[src/rtl/ptw_pkg.sv]
package ptw_pkg;

  typedef enum logic [2:0] {
    ST_IDLE,
    ST_L1_REQ,
    ST_L1_WAIT,
    ST_L2_REQ,
    ST_L2_WAIT,
    ST_DONE
  } ptw_state_e;

  // Permission field as it sits in an entry, MSB first.
  typedef struct packed {
    logic user;
    logic exec;
    logic wr;
    logic rd;
  } ptw_perm_t;

  localparam int PTE_PRESENT_BIT = 0;
  localparam int PTE_LARGE_BIT   = 1;
  localparam int PTE_PERM_LSB    = 2;
  localparam int PTE_PERM_W      = 4;

endpackage

[src/rtl/ptw_addr_gen.sv]
module ptw_addr_gen #(
  parameter int AW    = 32,
  parameter int IW    = 10,
  parameter int SHIFT = 2
) (
  input  logic [AW-1:0] base_i,
  input  logic [IW-1:0] idx_i,
  output logic [AW-1:0] addr_o
);

  logic [AW-1:0] offset;

  always_comb begin
    offset = AW'(idx_i) << SHIFT;
    addr_o = base_i + offset;
  end

endmodule

[src/rtl/ptw_pte_decode.sv]
module ptw_pte_decode
  import ptw_pkg::*;
#(
  parameter int PTE_W = 32,
  parameter int OFF_W = 12
) (
  input  logic [PTE_W-1:0]       pte_i,
  output logic                   present_o,
  output logic                   large_o,
  output ptw_perm_t              perm_o,
  output logic [PTE_W-OFF_W-1:0] frame_o
);

  always_comb begin
    present_o = pte_i[PTE_PRESENT_BIT];
    large_o   = pte_i[PTE_LARGE_BIT];
    perm_o    = ptw_perm_t'(pte_i[PTE_PERM_LSB +: PTE_PERM_W]);
    frame_o   = pte_i[PTE_W-1:OFF_W];
  end

endmodule

[src/rtl/ptw_ctrl.sv]
module ptw_ctrl
  import ptw_pkg::*;
(
  input  logic       clk,
  input  logic       rst_n,
  input  logic       walk_valid,
  input  logic       mem_req_ready,
  input  logic       mem_rsp_valid,
  input  logic       pte_present,
  input  logic       pte_large,
  output logic       walk_ready,
  output logic       accept,
  output logic       mem_req_valid,
  output logic       level2_sel,
  output logic       cap_table,
  output logic       finish,
  output logic       finish_ok,
  output logic       done_ok,
  output logic       done_fault
);

  ptw_state_e state_q, state_d;
  logic       ok_q;

  always_comb begin
    state_d   = state_q;
    finish    = 1'b0;
    finish_ok = 1'b0;
    cap_table = 1'b0;
    unique case (state_q)
      ST_IDLE:    if (walk_valid) state_d = ST_L1_REQ;
      ST_L1_REQ:  if (mem_req_ready) state_d = ST_L1_WAIT;
      ST_L1_WAIT: begin
        if (mem_rsp_valid) begin
          if (!pte_present) begin
            finish  = 1'b1;
            state_d = ST_DONE;
          end else if (pte_large) begin
            finish    = 1'b1;
            finish_ok = 1'b1;
            state_d   = ST_DONE;
          end else begin
            cap_table = 1'b1;
            state_d   = ST_L2_REQ;
          end
        end
      end
      ST_L2_REQ:  if (mem_req_ready) state_d = ST_L2_WAIT;
      ST_L2_WAIT: begin
        if (mem_rsp_valid) begin
          finish    = 1'b1;
          finish_ok = pte_present;
          state_d   = ST_DONE;
        end
      end
      ST_DONE:    state_d = ST_IDLE;
      default:    state_d = ST_IDLE;
    endcase
  end

  always_ff @(posedge clk or negedge rst_n) begin
    if (!rst_n) begin
      state_q <= ST_IDLE;
      ok_q    <= 1'b0;
    end else begin
      state_q <= state_d;
      if (finish) ok_q <= finish_ok;
    end
  end

  always_comb begin
    walk_ready    = (state_q == ST_IDLE);
    accept        = walk_ready & walk_valid;
    mem_req_valid = (state_q == ST_L1_REQ) || (state_q == ST_L2_REQ);
    level2_sel    = (state_q == ST_L2_REQ) || (state_q == ST_L2_WAIT);
    done_ok       = (state_q == ST_DONE) &&  ok_q;
    done_fault    = (state_q == ST_DONE) && !ok_q;
  end

endmodule

[src/rtl/ptw_engine.sv]
module ptw_engine
  import ptw_pkg::*;
#(
  parameter int L1_IDX_W    = 10,
  parameter int L2_IDX_W    = 10,
  parameter int OFF_W       = 12,
  parameter int ENTRY_SHIFT = 2
) (
  input  logic                              clk,
  input  logic                              rst_n,
  input  logic                              walk_valid,
  output logic                              walk_ready,
  input  logic [L1_IDX_W+L2_IDX_W+OFF_W-1:0] walk_vaddr,
  input  logic [L1_IDX_W+L2_IDX_W+OFF_W-1:0] root_base,
  output logic                              mem_req_valid,
  input  logic                              mem_req_ready,
  output logic [L1_IDX_W+L2_IDX_W+OFF_W-1:0] mem_req_addr,
  input  logic                              mem_rsp_valid,
  input  logic [L1_IDX_W+L2_IDX_W+OFF_W-1:0] mem_rsp_data,
  output logic                              done_ok,
  output logic                              done_fault,
  output logic [L1_IDX_W+L2_IDX_W+OFF_W-1:0] res_paddr,
  output logic [PTE_PERM_W-1:0]             res_perm,
  output logic                              res_large,
  output logic                              res_fault_l2
);

  localparam int AW        = L1_IDX_W + L2_IDX_W + OFF_W;
  localparam int PTE_W     = AW;
  localparam int FRAME_W   = PTE_W - OFF_W;
  localparam int BIG_OFF_W = L2_IDX_W + OFF_W;
  localparam int BIG_FRM_W = PTE_W - BIG_OFF_W;
  localparam int NLVL      = 2;

  logic            accept, level2_sel, cap_table, finish, finish_ok;
  logic            pte_present, pte_large;
  ptw_perm_t       pte_perm;
  logic [FRAME_W-1:0] pte_frame;

  logic [AW-1:0]   va_q, root_q, tbl_q;
  logic [AW-1:0]   lvl_addr [NLVL];

  logic [AW-1:0]   paddr_q;
  ptw_perm_t       perm_q;
  logic            large_q, fl2_q;

  ptw_ctrl u_ctrl (
    .clk           (clk),
    .rst_n         (rst_n),
    .walk_valid    (walk_valid),
    .mem_req_ready (mem_req_ready),
    .mem_rsp_valid (mem_rsp_valid),
    .pte_present   (pte_present),
    .pte_large     (pte_large),
    .walk_ready    (walk_ready),
    .accept        (accept),
    .mem_req_valid (mem_req_valid),
    .level2_sel    (level2_sel),
    .cap_table     (cap_table),
    .finish        (finish),
    .finish_ok     (finish_ok),
    .done_ok       (done_ok),
    .done_fault    (done_fault)
  );

  ptw_pte_decode #(.PTE_W(PTE_W), .OFF_W(OFF_W)) u_dec (
    .pte_i     (mem_rsp_data),
    .present_o (pte_present),
    .large_o   (pte_large),
    .perm_o    (pte_perm),
    .frame_o   (pte_frame)
  );

  // One entry-address generator per table level.
  for (genvar g = 0; g < NLVL; g++) begin : g_lvl
    localparam int IW  = (g == 0) ? L1_IDX_W : L2_IDX_W;
    localparam int LSB = (g == 0) ? BIG_OFF_W : OFF_W;
    ptw_addr_gen #(.AW(AW), .IW(IW), .SHIFT(ENTRY_SHIFT)) u_ag (
      .base_i (g == 0 ? root_q : tbl_q),
      .idx_i  (va_q[LSB +: IW]),
      .addr_o (lvl_addr[g])
    );
  end

  assign mem_req_addr = level2_sel ? lvl_addr[1] : lvl_addr[0];

  always_ff @(posedge clk or negedge rst_n) begin
    if (!rst_n) begin
      va_q   <= '0;
      root_q <= '0;
      tbl_q  <= '0;
    end else begin
      if (accept) begin
        va_q   <= walk_vaddr;
        root_q <= root_base;
      end
      if (cap_table) tbl_q <= {pte_frame, {OFF_W{1'b0}}};
    end
  end

  always_ff @(posedge clk or negedge rst_n) begin
    if (!rst_n) begin
      paddr_q <= '0;
      perm_q  <= '0;
      large_q <= 1'b0;
      fl2_q   <= 1'b0;
    end else if (finish) begin
      if (finish_ok) begin
        perm_q <= pte_perm;
        fl2_q  <= 1'b0;
        if (level2_sel) begin
          paddr_q <= {pte_frame, va_q[OFF_W-1:0]};
          large_q <= 1'b0;
        end else begin
          paddr_q <= {mem_rsp_data[PTE_W-1 -: BIG_FRM_W], va_q[BIG_OFF_W-1:0]};
          large_q <= 1'b1;
        end
      end else begin
        paddr_q <= '0;
        perm_q  <= '0;
        large_q <= 1'b0;
        fl2_q   <= level2_sel;
      end
    end
  end

  assign res_paddr    = paddr_q;
  assign res_perm     = perm_q;
  assign res_large    = large_q;
  assign res_fault_l2 = fl2_q;

endmodule

[config.mk]
export PLATFORM = sky130hd
export DESIGN_NAME = ptw_engine
export DESIGN_NICKNAME = d
export VERILOG_FILES = /design/src/rtl/ptw_pkg.sv /design/src/rtl/ptw_addr_gen.sv /design/src/rtl/ptw_pte_decode.sv /design/src/rtl/ptw_ctrl.sv /design/src/rtl/ptw_engine.sv
export SDC_FILE = /design/constraint.sdc
export NUM_CORES = 1
export LEC_CHECK = 0
export BUFFER_PORTS_ARGS = -buffer_cell sky130_fd_sc_hd__buf_4
export CAP_MARGIN = 20
export CORE_UTILIZATION = 47
export CTS_CLUSTER_SIZE = 16
export DETAILED_ROUTE_END_ITERATION = 12
export PLACE_DENSITY = 0.84
export SYNTH_ARGS = -nofsm -noshare
export SYNTH_HDL_FRONTEND = slang
export SYNTH_SLANG_ARGS = --single-unit
export TNS_END_PERCENT = 20
[constraint.sdc]
create_clock -name clk -period 2 [get_ports clk]
set_input_delay 0.1 -clock clk [delete_from_list [all_inputs] [get_ports clk]]
set_output_delay 0.1 -clock clk [all_outputs]
set_load 0.01 [all_outputs]
==> metrics.yaml <==
global_route:
  grt_pass1_vias: 5912
  grt_pass1_wl_mm: 30.32
  grt_antenna_before_repair: 0
  grt_usage: 0.2997
  overflow: 0
  grt_max_degree: 55
drt:
  drc: 0
  drtIter0Drc: 476
  routed_wirelength_mm: 19.64
  dr.pass1.iters: 5
  antenna_left: 0
  vias: 5673
  wl_per_cell_um: 19.14
  vias_per_cell: 5.529
setup_path:
  critPathSlowestCell: "or4_4"
  slowest_delay_ps: 470
  crit_required_ps: 1900
  arrival_ps: 2690
  crit_type: "register to output pin"
  critPathMaxFanout: 17
  end_kind: "output pin"
  crit_top_cell: "buf_6"
  cp-start-kind: "register"
  crit_chain: "ha_4 > buf_6 > nand3_4 > o211ai_4 > a211oi_4 > buf_12 > buf_6 > or4_4 > a31oi_2 > buf_4"
  cp_top_family: "simple AND/OR/NAND/NOR gates"
  path_buf_inv: 4
yosys:
  ys.flop_type: "dfrtp_1"
  ys_warn_count: 0
  yosysSeqAreaShare: 0.5097
  syn_area_sq_um: 6186
  yosysUniqueCellTypes: 50
  syn_area_per_cell_sq_um: 11.52
  synth_cells: 537
  ys_ff_latch: 126
  synth_nets: 649
  async_flop_share: 1.000
  synth_edf_count: 0
cts:
  clock-sinks: 126
  cts-root-buf: "clkbuf_16"
  cts_made_buffers: 17
  cts_tree: "done"
  htreeDepth: 4
  clkTransAtPathRegs_ps: 60
  max-clock-path-buffers: 2
  insertion_delay_ps: 430
run_status:
  violations: "setup timing"
  outcome: "finished, violations left"
timing:
  fmax_mhz: 358.8
  setup_viol: 27
  worstMarginPinSlew_ps: 737.7
  whs_ps: 29.16
  hold_violations: 0
  grt_setup_unrepaired: "yes"
  slew_viol_final: 0
  final.min_clock_period_ps: 2787
  layout_setup_ws_ps: -787.0
  relSlewSlack: 0.5082
  finalCritPeriodShare: 1.394
  finalClockSkew_ps: 6.654
die:
  num_io_pins: 175
  die_h_um: 116.7
  fp.dieW_um: 116.7
  dieArea_sq_um: 13620
  design.core.area_sq_um: 12720
  initial_core_util: 0.4862
  rows: 41
final_layout:
  layout-drive-gt1-share: 0.4625
  num-nets-final: 954
  fillers: 756
  stdcell_count: 1026
  diodes: 0
  syn_to_final_growth_pct: 58.15
  post-route-util: 0.7690
pwr:
  internal_power_mw: 10.56
  ir_drop_mv: 1.222
  pwr-share-comb: 0.561
  p_switching_mw: 6.981
  seqPwrFrac: 0.264
  leakage_nw: 4.470
  swShare: 0.3980
  clkPwrFrac: 0.174
  p_total_mw: 17.54
  p_per_area_nw_per_um2: 1793
run:
  cap_violations: 0
placed_design:
  routabilityCongestion: 0.8801
  dp.cells: 902
  hpwl_mm: 12.60
  portBuffers: 168
  post-place-ws_ps: -456.2
hold_path:
  hp-class: "input pin to register"
power by group through the flow:
| stage | logic [mW] | clock network, mW | registers [mW] |
|---|---|---|---|
| after detailed placement | 8.46 | 0 | 4.54 |
| after global placement | 8.23 | 0 | 4.44 |
| after floorplan | 4.68 | 0 | 4.44 |
| after global routing | 10.5 | 3.21 | 4.75 |
| final | 9.84 | 3.06 | 4.64 |
| after CTS | 9.05 | 3.06 | 4.55 |
layer usage:
metal | track usage | vias up | routed length, um
met5 | 0 | - | 0
met3 | 0.06435 | 52 | 993
li1 | - | 2579 | -
met4 | 0.1308 | 0 | 606
met2 | 0.5164 | 219 | 9986
met1 | 0.3623 | 2823 | 8055
tightest hold or removal path, stage by stage:
cell,delay [ps]
buf_4,100
nor2_1,40
a22o_1,170
layout make-up:
cell class                      count  area [sq um]  share of cell area
Clock buffer                       19         452.9             0.04630
Clock inverter                     12         126.4             0.01292
Inverter                            9         33.78            0.003453
Multi-Input combinational cell    372          3128              0.3197
Sequential cell                   126          3154              0.3224
Tap cell                          172         215.2             0.02200
Timing Repair Buffer              316          2673              0.2732
per-stage QoR:
stage | TNS (ps) | instance area (sq um)
3_5_place_dp | -6513 | 8000
3_3_place_gp | -5026 | 8000
6_report | -16380 | 9783
5_1_grt | -18890 | 9783
2_1_floorplan | -236.2 | 6228
4_1_cts | -16880 | 9619
logic make-up (layout without fill, tap and decap cells):
group | after synthesis | in the layout | synth area share
and+or+nand+nor | 131 | 131 | 0.1100
DFF | 126 | 126 | 0.5097
AOI/OAI and AO/OA | 124 | 124 | 0.1381
muxes | 93 | 93 | 0.1669
buffers and inverters | 39 | 356 | 0.03337
xor gates and xnor gates | 13 | 13 | 0.01841
adders and majority gates | 11 | 11 | 0.02346
worst paths after layout:
kind,from,to,slack (ps),cells past startpoint
max reg2reg,u_ctrl.state_q[1]$_DFFE_PN0P_,va_q[2]$_DFFE_PN0P_,180,5
max in group asynchronous,rst_n,tbl_q[12]$_DFFE_PN0P_,990,3
min in group asynchronous,rst_n,res_large$_DFFE_PN0P_,270,2
max,root_q[6]$_DFFE_PN0P_,mem_req_addr[31],-790,10
min,mem_rsp_data[0],res_fault_l2$_DFFE_PN0P_,30,3
min reg2reg,va_q[8]$_DFFE_PN0P_,res_paddr[8]$_DFFE_PN0P_,490,1
placed cells by master (no fill, tap or decap), types with 5 or more instances in the layout:
master,instances
a22o_1,27
buf_4,218
o31ai_1,6
dfrtp_1,125
o211ai_1,5
dlygate4sd3_1,89
xor2_1,10
mux2i_1,12
a21oi_1,5
o21ai_0,29
nand2_1,52
clkbuf_16,17
inv_6,5
or4_1,6
buf_12,5
mux2_2,81
o21ai_1,12
nor2_1,20
nand3_1,6
and3_1,5
inv_1,9
a31oi_1,7
ha_4,8
cells in the mapped netlist (3+ instances only):
cell type	count	area [sq um]
mux2i_1	12	120.1
nor2b_1	4	25.02
o21ai_0	42	210.2
a211oi_1	4	30.03
or3_1	3	18.77
o211ai_1	5	37.54
and2_1	5	31.28
mux2_2	81	912.1
nand3_1	9	45.04
a21o_1	4	30.03
nand4_1	4	25.02
or4_1	9	67.56
xor2_1	10	87.58
buf_2	16	80.08
clkbuf_1	7	26.28
a22o_1	27	236.5
and3_1	5	31.28
a21oi_1	11	55.05
buf_4	4	30.03
nor2_1	21	78.83
nand2_1	53	198.9
ha_1	10	125.1
o31ai_1	7	52.55
xnor2_1	3	26.28
a31oi_1	11	68.82
dfrtp_1	126	3153
o2111ai_1	4	35.03
inv_1	9	33.78
sequential cells by signal, indices dropped and copies added (netlist names):
register and count:
u_ctrl.ok_q 1, root_q 32, res_fault_l2 1, va_q 32
res_large 1, u_ctrl.state_q 3, res_paddr 32, tbl_q 20
res_perm 4
repair_timing:
| action | CTS | global route |
|---|---|---|
| pin swaps | 9 | 18 |
| hold endpoints to repair | 149 | 0 |
| hold buffers | 89 | 0 |
| buffers inserted | 4 | 2 |
| gates resized for setup | 21 | 31 |
| setup endpoints to repair | 30 | 32 |
Power figures use the tool's default switching activity.
